[src/rtl/slot_sched_pkg.sv]
package slot_sched_pkg;
    localparam int WORD_W       = 32;
    localparam int SLOT_W       = 8;
    localparam int SLOTS_PER_WD = WORD_W / SLOT_W;
    localparam int CHAN_W       = SLOT_W - 1;
    localparam int EN_BIT       = 31;

    typedef struct packed {
        logic              rx;
        logic [CHAN_W-1:0] chan;
    } slot_t;
endpackage

[src/rtl/slot_sched_regs.sv]
module slot_sched_regs
    import slot_sched_pkg::*;
#(
    parameter int NUM_WORDS = 32,
    parameter int ADDR_W    = 12,
    parameter int CTRL_ADDR = 'h000,
    parameter int TBL_BASE  = 'h800,
    localparam int IDX_W    = $clog2(NUM_WORDS * SLOTS_PER_WD),
    localparam int WIDX_W   = (NUM_WORDS > 1) ? $clog2(NUM_WORDS) : 1
) (
    input  logic                              clk,
    input  logic                              rst_n,
    input  logic                              wr_en,
    input  logic [ADDR_W-1:0]                 wr_addr,
    input  logic [WORD_W-1:0]                 wr_data,
    output logic                              en,
    output logic [IDX_W-1:0]                  last,
    output logic [NUM_WORDS-1:0][WORD_W-1:0]  shadow_nxt
);
    localparam logic [ADDR_W-1:0] CTRL_A  = ADDR_W'(CTRL_ADDR);
    localparam logic [ADDR_W-1:0] BASE_A  = ADDR_W'(TBL_BASE);
    localparam logic [ADDR_W-1:0] SPAN_A  = ADDR_W'(NUM_WORDS * 4);

    typedef struct packed {
        logic                             en;
        logic [IDX_W-1:0]                 last;
        logic [NUM_WORDS-1:0][WORD_W-1:0] tbl;
    } reg_state_t;

    reg_state_t st_d, st_q;
    logic [ADDR_W-1:0] ofs;
    logic              tbl_hit;
    logic              ctrl_hit;
    logic [WIDX_W-1:0] widx;

    always_comb begin
        ofs      = wr_addr - BASE_A;
        tbl_hit  = wr_en && (wr_addr >= BASE_A) && (ofs < SPAN_A) && (wr_addr[1:0] == 2'b00);
        ctrl_hit = wr_en && (wr_addr == CTRL_A);
        widx     = ofs[WIDX_W+1:2];
        st_d     = st_q;
        if (ctrl_hit) begin
            st_d.en   = wr_data[EN_BIT];
            st_d.last = wr_data[IDX_W-1:0];
        end
        if (tbl_hit) begin
            st_d.tbl[widx] = wr_data;
        end
    end

    always_ff @(posedge clk or negedge rst_n) begin
        if (!rst_n) begin
            st_q <= '0;
        end else begin
            st_q <= st_d;
        end
    end

    assign en         = st_q.en;
    assign last       = st_q.last;
    assign shadow_nxt = st_d.tbl;
endmodule

[src/rtl/slot_sched_index.sv]
module slot_sched_index
    import slot_sched_pkg::*;
#(
    parameter int NUM_WORDS = 32,
    localparam int IDX_W    = $clog2(NUM_WORDS * SLOTS_PER_WD)
) (
    input  logic             clk,
    input  logic             rst_n,
    input  logic             en,
    input  logic             adv,
    input  logic [IDX_W-1:0] last,
    output logic [IDX_W-1:0] idx,
    output logic             reload
);
    typedef struct packed {
        logic [IDX_W-1:0] idx;
    } idx_state_t;

    idx_state_t st_d, st_q;
    logic       step;
    logic       at_end;

    always_comb begin
        step   = en && adv;
        at_end = (st_q.idx >= last);
        reload = !en || (step && at_end);
        st_d   = st_q;
        if (!en) begin
            st_d.idx = '0;
        end else if (step) begin
            st_d.idx = at_end ? '0 : st_q.idx + 1'b1;
        end
    end

    always_ff @(posedge clk or negedge rst_n) begin
        if (!rst_n) begin
            st_q <= '0;
        end else begin
            st_q <= st_d;
        end
    end

    assign idx = st_q.idx;
endmodule

[src/rtl/slot_sched_table.sv]
module slot_sched_table
    import slot_sched_pkg::*;
#(
    parameter int NUM_WORDS  = 32,
    localparam int NUM_SLOTS = NUM_WORDS * SLOTS_PER_WD,
    localparam int IDX_W     = $clog2(NUM_SLOTS)
) (
    input  logic                             clk,
    input  logic                             rst_n,
    input  logic                             reload,
    input  logic [NUM_WORDS-1:0][WORD_W-1:0] shadow_nxt,
    input  logic [IDX_W-1:0]                 idx,
    output slot_t                            cur,
    output logic [NUM_WORDS*WORD_W-1:0]      act_flat
);
    typedef struct packed {
        logic [NUM_WORDS-1:0][WORD_W-1:0] act;
    } tbl_state_t;

    tbl_state_t st_d, st_q;
    slot_t      slots [NUM_SLOTS];

    always_comb begin
        st_d = st_q;
        if (reload) begin
            st_d.act = shadow_nxt;
        end
    end

    always_ff @(posedge clk or negedge rst_n) begin
        if (!rst_n) begin
            st_q <= '0;
        end else begin
            st_q <= st_d;
        end
    end

    for (genvar w = 0; w < NUM_WORDS; w++) begin : g_word
        for (genvar k = 0; k < SLOTS_PER_WD; k++) begin : g_slot
            assign slots[w*SLOTS_PER_WD + k] = slot_t'(st_q.act[w][SLOT_W*k +: SLOT_W]);
        end
    end

    assign cur      = slots[idx];
    assign act_flat = st_q.act;
endmodule

[src/rtl/slot_sched.sv]
module slot_sched
    import slot_sched_pkg::*;
#(
    parameter int NUM_WORDS  = 32,
    parameter int ADDR_W     = 12,
    localparam int NUM_SLOTS = NUM_WORDS * SLOTS_PER_WD,
    localparam int IDX_W     = $clog2(NUM_SLOTS)
) (
    input  logic              clk,
    input  logic              rst_n,
    input  logic              wr_en,
    input  logic [ADDR_W-1:0] wr_addr,
    input  logic [31:0]       wr_data,
    input  logic              adv,
    output logic              grant_valid,
    output logic [6:0]        grant_chan,
    output logic              grant_rx
);
    logic                             en;
    logic [IDX_W-1:0]                 last;
    logic [IDX_W-1:0]                 idx;
    logic                             reload;
    logic [NUM_WORDS-1:0][WORD_W-1:0] shadow_nxt;
    logic [NUM_WORDS*WORD_W-1:0]      act_flat;
    slot_t                            cur;

    slot_sched_regs #(.NUM_WORDS(NUM_WORDS), .ADDR_W(ADDR_W)) u_regs (
        .clk(clk), .rst_n(rst_n), .wr_en(wr_en), .wr_addr(wr_addr),
        .wr_data(wr_data), .en(en), .last(last), .shadow_nxt(shadow_nxt)
    );

    slot_sched_index #(.NUM_WORDS(NUM_WORDS)) u_index (
        .clk(clk), .rst_n(rst_n), .en(en), .adv(adv), .last(last),
        .idx(idx), .reload(reload)
    );

    slot_sched_table #(.NUM_WORDS(NUM_WORDS)) u_table (
        .clk(clk), .rst_n(rst_n), .reload(reload), .shadow_nxt(shadow_nxt),
        .idx(idx), .cur(cur), .act_flat(act_flat)
    );

    assign grant_valid = en;
    assign grant_chan  = cur.chan;
    assign grant_rx    = cur.rx;
endmodule

[config.mk]
export PLATFORM = sky130hd
export DESIGN_NAME = slot_sched
export DESIGN_NICKNAME = d
export VERILOG_FILES = /design/src/rtl/slot_sched_pkg.sv /design/src/rtl/slot_sched_regs.sv /design/src/rtl/slot_sched_index.sv /design/src/rtl/slot_sched_table.sv /design/src/rtl/slot_sched.sv
export SDC_FILE = /design/constraint.sdc
export NUM_CORES = 2
export LEC_CHECK = 0
export CAP_MARGIN = 20
export CORE_ASPECT_RATIO = 0.6
export CORE_UTILIZATION = 55
export DETAILED_ROUTE_END_ITERATION = 8
export GPL_TIMING_DRIVEN = 0
export HOLD_SLACK_MARGIN = 0.12
export PLACE_DENSITY = 0.76
export SLEW_MARGIN = 20
export SYNTH_ARGS = -nofsm -noshare
export SYNTH_HDL_FRONTEND = slang
export SYNTH_SLANG_ARGS = --single-unit
[constraint.sdc]
create_clock -name clk -period 7.4 [get_ports clk]
set_clock_uncertainty 0.2 [all_clocks]
set_input_delay 1.85 -clock clk [delete_from_list [all_inputs] [get_ports clk]]
set_output_delay 1.85 -clock clk [all_outputs]
set_load 0.01 [all_outputs]
* Word-level counts from Yosys, hierarchy flattened
Cells that the tools add are included.
** Word-level totals
- Input port bits :: 48
- Register bits after elaboration :: 2063
- Output and inout port bits :: 9
- Word-level logic and storage cells :: 98
** Cells by class
- Add/sub/neg operators :: 2
- Reduce and logical (&&, ||, !) cells :: 11
- Bitwise gates (word level) :: 1
- Muxes and demuxes :: 10
- Equality and inequality tests :: 1
- $lt $le $gt $ge :: 6
** Operators by type and width (number)
- bitwise mux 1024 bit :: 1
- two-way mux 1024 bit :: 1
- demux 32 bit (select 5 bit) :: 1
- binary-select mux 8 bit (select 7 bit) :: 1
- two-way mux 32 bit :: 1
- two-way mux 7 bit :: 3
- two-way mux 8 bit :: 2
- >= comparator 12 bit, second input constant :: 1
- logical NOT 12 bit :: 1
- less-than comparator 12 x 8 -> 1 bit, second input constant :: 1
- subtractor 12 bit, second input constant :: 1
- >= comparator 8 bit, second input constant :: 1
- inverter 7 -> 8 bit :: 1
- adder 7 x 1 -> 7 bit, second input constant :: 1
- >= comparator 7 bit :: 1
- logical AND 1 bit :: 7
- less-than comparator 5 x 6 -> 1 bit, second input constant :: 1
- >= comparator 5 x 1 -> 1 bit, second input constant :: 1
- logical NOT 2 bit :: 1
- inequality test 2 x 1 -> 1 bit, second input constant :: 1
- logical NOT 1 bit :: 1
- logical OR 1 bit :: 1

* Depth between registers and ports, before layout
- Depth after elaboration :: 7
- Gate-level depth with buffers :: 12
- Mapped depth without buffers :: 8

* Hierarchy
From an unflattened synthesis, not the netlist that was laid out.
** Unflattened totals
- Cells, all modules :: 4959
- Area total of the unflattened synthesis :: 85270.5 um2
** Modules (own cells, without submodules)
- slot_sched_table :: cells an instance 2582, area an instance 45588.7 um2, times used 1, seq. area each 25624.6 um2
- slot_sched_regs :: cells an instance 2321, area an instance 39170.1 um2, times used 1, seq. area each 25824.8 um2
- slot_sched_index :: cells an instance 56, area an instance 511.7 um2, times used 1, seq. area each 175.2 um2

* Least setup slack after synthesis
Ideal clock, no wire load.
- Kind :: register -> output
- Start :: register u_index.st_q, in the netlist u_index.idx[1]
- End :: output port grant_chan[1]
- Data required time :: 5350 ps
- Buffers on the path :: 5
- Arrival time :: 2064 ps
- Cell stages (with the launch flop) :: 10
- Setup slack :: 3286 ps
- Cell sequence :: dfrtp_1 > clkbuf_1 > clkbuf_1 > buf_2 > buf_2 > buf_2 > a211oi_1 > nor4_1 > nand4_1 > nand4_1
** On the way
- Longest elaborated chain between the ends :: 4
** RTL lines
- start, declared :: RTL line slot_sched_index.sv:19 : idx_state_t st_d, st_q;
- start signal, assigned :: RTL line slot_sched_index.sv:39 : st_q <= st_d;
- inverter 7 -> 8 bit (not written as such) :: RTL line slot_sched_table.sv:44 : assign cur = slots[idx];
- binary-select mux 8 bit (select 7 bit) :: RTL line slot_sched_table.sv:44
- two-way mux 8 bit (not written as such) (2 in a row) :: RTL line slot_sched_table.sv:44
- end, declared :: RTL line slot_sched.sv:16 : output logic [6:0] grant_chan,
No other way between the ends. The select of a mux whose other input is x is not followed.

* Worst setup path in the final report
- Start :: register u_index.st_q, in the netlist u_index.idx[3]
- End :: output port grant_chan[4]
Same word-level chain as after synthesis.

==> results by group <==
STA
  • Slew HR: 12.38%
  • Final WS setup: -402.8 ps
  • Actual slew at the worst max-slew pin: 1314 ps
  • Final setup viols: 8
  • RSZ-0062 raised after global routing: yes
  • Crit share post-route: 105.4%
  • Fmax: 128.2 MHz
  • Final Hold Fails: 0
  • Final min period: around 7800 ps
  • Pins Over Slew Limit: 0

Clock network
  • CTS Buf Count: between 150 and 200
  • Clock Tree Root: clkbuf_16
  • Clock Latency Late Sink: 830 ps
  • Clock transition at the registers of the reported paths: 70 ps
  • CTS max path bufs: 4
  • Hold buffers post-CTS: 0
  • Number of H-tree levels: 4
  • CTS tree: done
  • CTS sink cnt: 2,063

Status
  • Status: finished with violations
  • Failing checks: negative setup slack

Setup path
  • Crit end category: output port
  • CP required: between 5000 and 6000 ps
  • Critical path launch point type: flip-flop
  • CP top delay family: buffers and inverters
  • Setup CP Type: flip-flop to output port
  • CP max stage cell: clkdlybuf4s15_1
  • Most frequent CP cell: nand4_1
  • Stages on worst setup path: 8
  • CP arrival: approximately 5800 ps
  • CP bufs+invs: 3
  • Internal reg-to-reg setup slack: ~3100 ps
  • Reg2reg end: u_table.act_flat[947]$_DFFE_PN0P_
  • Largest stage delay, worst path: 920 ps
  • CP Max Fanout: 10
  • Crit path capture: grant_chan[4]
  • Worst R2R Path Depth: 12
  • R2r startpoint: u_index.idx[0]$_DFFE_PN0P_
  • Crit path cell chain: nand4bb_1 -> clkbuf_1 -> clkdlybuf4s15_1 -> o22ai_1 -> nor4_1 -> nand4_1 -> nand4_1 -> clkdlybuf4s50_1
  • Crit path from: u_index.idx[3]$_DFFE_PN0P_

Layout
  • Storage cell area: 51,620 um2
  • Layout cell share with drive strength beyond 1: a little under half
  • Fill cell count: 11,213
  • NumNets Final: just under 6,000
  • Area taken by multi-input logic gates: 31,990 um2
  • Fin cells: 8,061
  • Synth-to-layout area growth: 11.45%

Floorplan
  • Die ar.: 156,900 um2
  • Chip Width: 510.7 um
  • Initial core utilization: approximately 56%
  • Rows: 111
  • Die Y: 307.2 um
  • Core Box Area: 153,500 um2
  • Io pins: 57

Synthesis
  • Post-Syn Area: approximately 85,000 um2
  • Synth top area cells: dfrtp_1 (60%), mux2_2 (29%), mux2i_1 (4.2%), buf_2 (1.2%), a22oi_1 (0.84%)
  • Post-synth cell types: 44
  • Commonest cells in the netlist: mux2_2 (2,185), dfrtp_1 (2,063), mux2i_1 (356)
  • Cells after Synth: 5,609
  • Ys flop type: dfrtp_1
  • Sequential share of the synthesized area: 60.44%
  • Synth warn: 0
  • Synthesized area per cell: between 15 and 20 um2
  • Synth top area share: 60.44%
  • Synth async-reset ratio: 100.0%
  • Synth Register Bits: 2,063
  • Number of synthesized flops with an enable pin: 0
  • Post-Syn Nets: 5,665
  • Most frequent cell after synthesis: mux2_2
  • Cell taking the most area after synthesis: dfrtp_1

Place
  • IO Port Bufs: 56
  • Cells after DPL: 7,721
  • RePlAce Congestion: 1.069
  • Post-DP HPWL: 205.7 mm
  • Post-place setup slack: -55.78 ps

Detailed routing
  • Vias per cell: 6.588
  • DR iter-0 viols: ~7,000
  • DR DRC count: 0
  • Routed len/inst: between 30 and 40 um
  • Final wirelength: a little under 300 mm
  • Number of iterations in the first detailed-routing pass: 8
  • Final antenna-violating net count: 0
  • Vias: 53,104

Hold path
  • Hold Path Class: flip-flop to flip-flop

Global route
  • First-pass GRT wire length: 408.0 mm
  • Pin count of the biggest net entering global routing: 155
  • GRT Util Overall: a little under two fifths
  • GRT overflow: 0
  • Vias in the first global route: between 50,000 and 60,000
  • Initial antenna violation count: 52

Job
  • Max-cap violations: 0

Power and ir drop
  • Pwr/cell area: 227.3 nW/um2
  • Max rail drop VDD: between 0.15 and 0.2 mV
  • Static leakage: 47.48 nW
==> how the worst min path moves through the flow <==
stage | start | to | slack (ps) | cells after the start
floorplan | u_table.act_flat[898]$_DFFE_PN0P_ | u_table.act_flat[898]$_DFFE_PN0P_ | 250 | 1
CTS | u_regs.st_q[380]$_DFF_PN0_ | u_regs.st_q[380]$_DFF_PN0_ | 290 | 1
detailed placement | u_regs.st_q[380]$_DFF_PN0_ | u_regs.st_q[380]$_DFF_PN0_ | 280 | 1
finish | u_regs.st_q[380]$_DFF_PN0_ | u_regs.st_q[380]$_DFF_PN0_ | 280 | 1
global placement | u_regs.st_q[226]$_DFF_PN0_ | u_regs.st_q[226]$_DFF_PN0_ | 270 | 1
global route | u_regs.st_q[294]$_DFF_PN0_ | u_regs.st_q[294]$_DFF_PN0_ | 300 | 1
==> layout make-up <==
cell class                 instances  area share (%)
antenna                           34         0.08938
buffer                           423           2.120
clock buffer                     261           5.455
clock inverter                    45          0.5810
inverter                           8         0.03155
multi-input combinational       3111           33.61
sequential                      2063           54.24
tap                             2034           2.674
timing repair buffer              82           1.203
==> report_power, final <==
group          total, W  switching, W  internal [W]  leakage (nW)
Combinational  0.000722      0.000594      0.000128          15.9
Sequential       0.0113     0.0000210        0.0113          28.8
Clock           0.00957       0.00429       0.00528          2.84
Total            0.0216       0.00490        0.0167          47.5
==> layer usage <==
metal  part of all wire (%)  track usage [%]  vias to the layer above
met3                     16            20.86                      604
met2                     38            47.00                     3235
met4                    3.6            12.02                       16
li1                       -                -                    20746
met1                     42            53.63                    28503
met5                   0.14            1.461                        -
==> cells by family (layout without fill, tap and decap cells) <==
family / after synthesis / after routing / synth area share (%)
other: 0 / 34 / 0
AO/OA/AOI/OAI: 284 / 284 / 2.372
multiplexers: 2550 / 2550 / 33.10
XOR/XNOR: 2 / 2 / 0.02051
adder cells (fa/ha/maj): 8 / 8 / 0.1172
AND/OR/NAND/NOR: 267 / 267 / 1.737
buffers and inverters: 435 / 819 / 2.209
flip-flops: 2063 / 2063 / 60.44
==> through the flow <==
stage / power [W] / cell area (um2) / TNS [ps] / utilization (%) / hold slack (ps)
floorplan: 0.01169 / 85410 / 0 / - / 254.1
global placement: 0.01229 / 88510 / - / 57.68 / 266.7
detailed placement: 0.01226 / 89170 / -5227 / 58.11 / 275.7
CTS: 0.02158 / 95000 / 0 / 61.90 / 288.1
global route: 0.02208 / 95130 / -58.58 / 61.99 / 299.3
finish: 0.02164 / 95190 / -1596 / 62.02 / 285.0
==> sequential cells by signal (all words and copies together), names as in the netlist <==
signal            cells
u_regs.last           7
u_table.act_flat   1024
u_regs.en             1
u_regs.st_q        1024
u_index.idx           7
==> cells in the final DEF, fill, tap and decap left out, types with 10 or more instances in the layout <==
cell             instances
nand2b_1                10
dfrtp_1               2063
nor2b_1                 15
o22ai_1                 53
mux2_2                2185
a21oi_1                 39
buf_16                  16
mux2i_1                354
buf_2                  197
clkdlybuf4s50_1         55
a22oi_1                 89
nand2_1                 70
clkinv_2                28
a22o_1                  32
clkbuf_8                32
clkbuf_1               132
a211oi_1                12
nor2_1                  31
nor4_1                  32
buf_1                   41
diode_2                 34
and3_1                  28
nand4_1                 43
bufinv_16               12
o2bb2ai_1               32
clkbuf_16              183
clkbuf_2                81
==> what timing repair did <==
item / in CTS / in global routing
cloned: 0 / 0
buffers inserted: 0 / 0
endpoints found under the setup margin: 8 / 7
gates resized for setup: 28 / 24
pin swaps: 0 / 2
endpoints found under the hold margin: 0 / 0
Note: power is estimated with default switching activity, not from simulation.
